`src/rtl/phu_pkg.sv`:
```
package phu_pkg;

    typedef enum logic [2:0] {
        OP_ADD_H   = 3'd0,
        OP_XSUBADD = 3'd1,
        OP_XADDSUB = 3'd2,
        OP_SUB_H   = 3'd3,
        OP_ADD_B   = 3'd4,
        OP_RSV5    = 3'd5,
        OP_RSV6    = 3'd6,
        OP_SUB_B   = 3'd7
    } phu_op_e;

    // Decoded lane controls carried through the datapath
    typedef struct packed {
        logic swap_b;     // exchange halves of operand B
        logic sub_lo;     // low halfword lane subtracts
        logic sub_hi;     // high halfword lane subtracts
        logic byte_mode;  // select byte lanes
        logic sub_byte;   // byte lanes subtract
        logic undef;      // unassigned select code
    } phu_ctrl_t;

    function automatic phu_ctrl_t phu_decode(input phu_op_e op);
        phu_ctrl_t c;
        c = '0;
        case (op)
            OP_ADD_H:   c = '0;
            OP_XSUBADD: begin c.swap_b = 1'b1; c.sub_lo = 1'b1; end
            OP_XADDSUB: begin c.swap_b = 1'b1; c.sub_hi = 1'b1; end
            OP_SUB_H:   begin c.sub_lo = 1'b1; c.sub_hi = 1'b1; end
            OP_ADD_B:   c.byte_mode = 1'b1;
            OP_SUB_B:   begin c.byte_mode = 1'b1; c.sub_byte = 1'b1; end
            default:    c.undef = 1'b1;
        endcase
        return c;
    endfunction

endpackage

```
`src/rtl/phu_lane.sv`:
```
// One lane: widened add/subtract, result is the upper W bits.
module phu_lane #(
    parameter int W = 8
) (
    input  logic [W-1:0] a,
    input  logic [W-1:0] b,
    input  logic         sub,
    output logic [W-1:0] y
);
    localparam int WX = W + 1;

    logic [WX-1:0] wide;

    always_comb begin
        if (sub) wide = {1'b0, a} - {1'b0, b};
        else     wide = {1'b0, a} + {1'b0, b};
    end

    assign y = wide[WX-1:1];
endmodule

```
`src/rtl/phu_half_path.sv`:
```
module phu_half_path
    import phu_pkg::*;
#(
    parameter int DATA_W = 32
) (
    input  logic [DATA_W-1:0] a,
    input  logic [DATA_W-1:0] b,
    input  phu_ctrl_t         ctrl,
    output logic [DATA_W-1:0] y
);
    localparam int HW = DATA_W / 2;

    logic [1:0] lane_sub;
    assign lane_sub = {ctrl.sub_hi, ctrl.sub_lo};

    for (genvar i = 0; i < 2; i++) begin : g_half
        logic [HW-1:0] b_sel;
        assign b_sel = ctrl.swap_b ? b[(1-i)*HW +: HW] : b[i*HW +: HW];

        phu_lane #(.W(HW)) u_lane (
            .a   (a[i*HW +: HW]),
            .b   (b_sel),
            .sub (lane_sub[i]),
            .y   (y[i*HW +: HW])
        );
    end
endmodule

```
`src/rtl/phu_byte_path.sv`:
```
module phu_byte_path
    import phu_pkg::*;
#(
    parameter int DATA_W = 32,
    parameter int BYTE_W = 8
) (
    input  logic [DATA_W-1:0] a,
    input  logic [DATA_W-1:0] b,
    input  phu_ctrl_t         ctrl,
    output logic [DATA_W-1:0] y
);
    localparam int NLANE = DATA_W / BYTE_W;

    for (genvar k = 0; k < NLANE; k++) begin : g_byte
        phu_lane #(.W(BYTE_W)) u_lane (
            .a   (a[k*BYTE_W +: BYTE_W]),
            .b   (b[k*BYTE_W +: BYTE_W]),
            .sub (ctrl.sub_byte),
            .y   (y[k*BYTE_W +: BYTE_W])
        );
    end
endmodule

```
`src/rtl/phu_unit.sv`:
```
module phu_unit
    import phu_pkg::*;
#(
    parameter int DATA_W = 32,
    parameter int BYTE_W = 8
) (
    input  logic              clk,
    input  logic              rst,
    input  logic              in_valid,
    input  logic [2:0]        op_sel,
    input  logic [DATA_W-1:0] opnd_a,
    input  logic [DATA_W-1:0] opnd_b,
    output logic              out_valid,
    output logic [DATA_W-1:0] out_result,
    output logic              out_undef
);
    phu_ctrl_t         ctrl;
    logic [DATA_W-1:0] half_y;
    logic [DATA_W-1:0] byte_y;
    logic [DATA_W-1:0] next_y;

    assign ctrl = phu_decode(phu_op_e'(op_sel));

    phu_half_path #(.DATA_W(DATA_W)) u_half (
        .a    (opnd_a),
        .b    (opnd_b),
        .ctrl (ctrl),
        .y    (half_y)
    );

    phu_byte_path #(.DATA_W(DATA_W), .BYTE_W(BYTE_W)) u_byte (
        .a    (opnd_a),
        .b    (opnd_b),
        .ctrl (ctrl),
        .y    (byte_y)
    );

    assign next_y = ctrl.byte_mode ? byte_y : half_y;

    always_ff @(posedge clk) begin
        if (rst) begin
            out_valid  <= 1'b0;
            out_undef  <= 1'b0;
            out_result <= '0;
        end else begin
            out_valid <= in_valid;
            out_undef <= in_valid & ctrl.undef;
            if (in_valid && !ctrl.undef) out_result <= next_y;
        end
    end
endmodule

```
`config.mk`:
```
export PLATFORM = sky130hd
export DESIGN_NAME = phu_unit
export DESIGN_NICKNAME = d
export VERILOG_FILES = /design/src/rtl/phu_pkg.sv /design/src/rtl/phu_lane.sv /design/src/rtl/phu_half_path.sv /design/src/rtl/phu_byte_path.sv /design/src/rtl/phu_unit.sv
export SDC_FILE = /design/constraint.sdc
export NUM_CORES = 1
export LEC_CHECK = 0
export BUFFER_PORTS_ARGS = -buffer_cell sky130_fd_sc_hd__clkbuf_2
export CORE_ASPECT_RATIO = 1.25
export CORE_UTILIZATION = 50
export DETAILED_ROUTE_END_ITERATION = 8
export GPL_TIMING_DRIVEN = 0
export PLACE_DENSITY = 0.85
export SETUP_SLACK_MARGIN = 0.2
export SLEW_MARGIN = 20
export SYNTH_ARGS = -nofsm -noshare
export SYNTH_HDL_FRONTEND = slang
export SYNTH_SLANG_ARGS = --single-unit
export TNS_END_PERCENT = 5
```
`constraint.sdc`:
```
create_clock -name clk -period 13.3 [get_ports clk]
set_input_delay 3.325 -clock clk [delete_from_list [all_inputs] [get_ports clk]]
set_output_delay 3.325 -clock clk [all_outputs]
set_load 0.01 [all_outputs]
```
==> impl_results.md <==
* Inserted Clock Buffers at 5
* Slew of the pin with the lowest slew margin at 0.824 ns
* Gr usage total at 31.7%
* Hold_buf cts at 0
* Max H-tree Level at 2
* Final setup violation count at 0
* Most common cell after layout, fill and taps aside: a21oi_1
* Pleak at 0.00297 uW
* VDD IR max at 0.0629 mV
* Clock Tree Root: clkbuf_16
* CP dominant cell by count: a21oi_1
* Top FF cell, synth: dfxtp_1
* Crit. End Element: flip-flop
* P_sw at 292 uW
* CTS tree: done
* Worst flop-to-flop path startpoint: out_result[27]
* Status: completed
* Crit path launch type: primary input
* Pwr dens at 96.0 nW/um^2
* Synth Instances at 806
* Drc violations at 0
* Hold WC Path Type: flip-flop to flip-flop
* Post-route setup TNS at 0 ns
* Cell accounting for the most synthesized area: ha_1
* Area fraction of the dominant cell type after synthesis at 13.5%
* Cells along the critical path: clkbuf_2 > xnor2_1 > or2_1 > buf_4 > clkbuf_1 > buf_2 > a21oi_1 > ha_1 > clkbuf_1 > a21oi_1 > xor2_1 > ha_1 > nand2_1 > o21ai_0 > a21oi_1 > o31ai_1 > a31oi_1 > xor2_1 > a221oi_1
* Cell area after synthesis at 5930 sq um
* First-pass GRT wire length at 30.2 mm
* Yosys Warn Count at 0
* Vias in the first global route at 6078
* Sinks on Clock Net at 34
* Initial antenna violation count at 0
* Total grt overflow at 0
* Number of port buffers at 93
* CP max FO at 10
* Post-synth ARST share at 0%
* Via count at 6526
* Fmax at 131 MHz
* Clock tree buffer depth at 2
* Final Hold Fails at 0
* Most frequent cells in the layout: a21oi_1 (96), clkbuf_2 (93), nor2_1 (65)
* Clk Latency, worst-skew pair at 0.28 ns
* Resized cells post-CTS at 0
* Die Ht at 124 um
* Syn_nets at 946
* Ant. Diodes at 0
* IO Count at 104
* DR vias/cell at 6.24
* Reg2reg path depth at 2
* DRT Pass-1 Iters at 7
* CP peak stage delay at 0.57 ns
* Worst Setup SP: op_sel[1]
* Period minus WS final at 7.61 ns
* Critical-path top delay cell: o31ai_1
* Sequential fraction of the synthesis area at 11.5%
* 1st-iter DRT viols at 417
* CP arrival at 7.81 ns
* CORE AREA at 11600 sq um
* Mapped Avg Cell Area at 7.35 sq um
* Clock power share at 18.8%
* Slew headroom at 44.6%
* Gp weighted congestion at 0.992
* Combinational power share at 62.1%
* FF-to-FF setup slack at 12.43 ns
* Max Transition Viols Final at 0
* Routed WL at 19.8 mm
* Core Rows at 44
* Clock Skews at 0 ns
* Reg power frac at 19.1%
* Die Area at 12300 sq um
* Layout fillers at 1157
* # nets final at 1046
* Post-DP HPWL at 16.0 mm
* Clock Pin Slew Worst Setup and Hold Paths at 0.06 ns
* Final core utilization at 58.1%
* Initial Util at 51.3%
* Reg2reg end: out_result[27]
* Pin count of the biggest net entering global routing at 12
* Critical Path End: out_result[15]
* Yosys reg bits at 34
* WL/cell at 18.9 um
* WS Path Type: primary input to flip-flop
* Period Utilization, post-route at 57.2%
* ANT nets after route at 0
* Unique cell type count in the Yosys netlist at 66
* CP required at 13.50 ns
* Internal power at 353 uW
* RSZ-0062 raised after global routing: no
* Post-synth EDFFs at 0
* Area contributors post-synth: ha_1 (14%), dfxtp_1 (11%), a21oi_1 (8.1%)
* Layout cells sized above 1 at 13.9%
* Sw Share at 45.3%
* Die width at 99.4 um
* Max Cap Viol at 0
* Area Overhead vs Synth at 13.3%
* Post-CTS setup repair buffer count at 0
[worst max-delay path, delay by kind of cell]
kind	cells	cell delay, ns
and+or+nand+nor	2	0.21
xor gates and xnor gates	3	0.65
AOI/OAI and AO/OA	7	1.84
buffers and inverters	5	1.34
adders and majority gates	2	0.43
[metal layers]
metal | GRT usage [%] | wire (um) | vias to the layer above
met4 | 14.2 | 579 | 0
met5 | 0 | 0 | -
li1 | - | - | 3154
met1 | 39.2 | 8200 | 3034
met2 | 56.4 | 9620 | 296
met3 | 2.53 | 1380 | 42
[power by group through the flow]
stage	Sequential, uW	Clock [uW]	Combinational, uW
after floorplan	130	0	283
after global placement	125	0	385
after detailed placement	125	0	390
after CTS	123	120	393
after global routing	124	126	438
final	123	121	401
[cell usage after synthesis, types with 5 or more instances]
cell type / count
nor2_1: 65
nand2b_1: 10
fa_1: 6
o21bai_1: 14
nand2_1: 60
o21a_1: 7
nand4_1: 5
dfxtp_1: 34
nor4_1: 6
xnor2_1: 52
o21ai_1: 5
nor3_1: 19
ha_1: 64
a211oi_1: 15
xor2_1: 51
nand3_1: 11
o21ai_0: 48
clkbuf_1: 29
and3_1: 7
o22ai_1: 7
buf_2: 9
mux2i_1: 31
o211ai_1: 6
a21oi_1: 96
nor2b_1: 8
o31ai_1: 13
a21o_1: 22
a31oi_1: 16
inv_1: 23
[flip-flops by register name, summed over array words and instances, names as in the netlist]
register	count
out_valid	1
out_result	32
out_undef	1
[cell families after synthesis]
kind of cell    Yosys count  synth area share, %
fa+ha+maj                70                 15.5
flops                    34                 11.5
xor+xnor                103                 15.2
buf+inv                  66                 4.50
compound gates          281                 29.9
simple gates            220                 18.0
mux                      32                 5.43
[area by class of cell]
class                      count  area, sq um  share of cell area [%]
buffer                        43          180                    2.68
clock buffer                   6          139                    2.07
inverter                      23         86.3                    1.29
multi-input combinational    706         4980                    74.1
sequential                    34          681                    10.1
timing repair buffer          93          465                    6.93
clock inverter                 2         12.5                   0.186
tap                          138          173                    2.57
[worst min path at each step]
stage / startpoint / to / slack, ns / depth (start not counted)
finish: out_result[17] / out_result[17] / 0.47 / 2
global route: out_result[8] / out_result[8] / 0.49 / 2
CTS: out_result[17] / out_result[17] / 0.47 / 2
detailed placement: out_result[17] / out_result[17] / 0.46 / 2
global placement: out_result[1] / out_result[1] / 0.45 / 2
floorplan: out_result[17] / out_result[17] / 0.48 / 2
[through the flow]
stage                     std cells  worst slack [ns]  total power, uW  area, sq um  hold WS [ns]
final                          1045              5.69              645         6720         0.466
after global routing           1045              5.37              688         6720         0.493
after CTS                      1045              5.79              636         6720         0.470
after detailed placement       1037              5.51              515         6560         0.463
after global placement         1037              5.54              510         6560         0.446
after floorplan                 806              6.49              413         5930         0.481
Power figures use the tool's default switching activity.
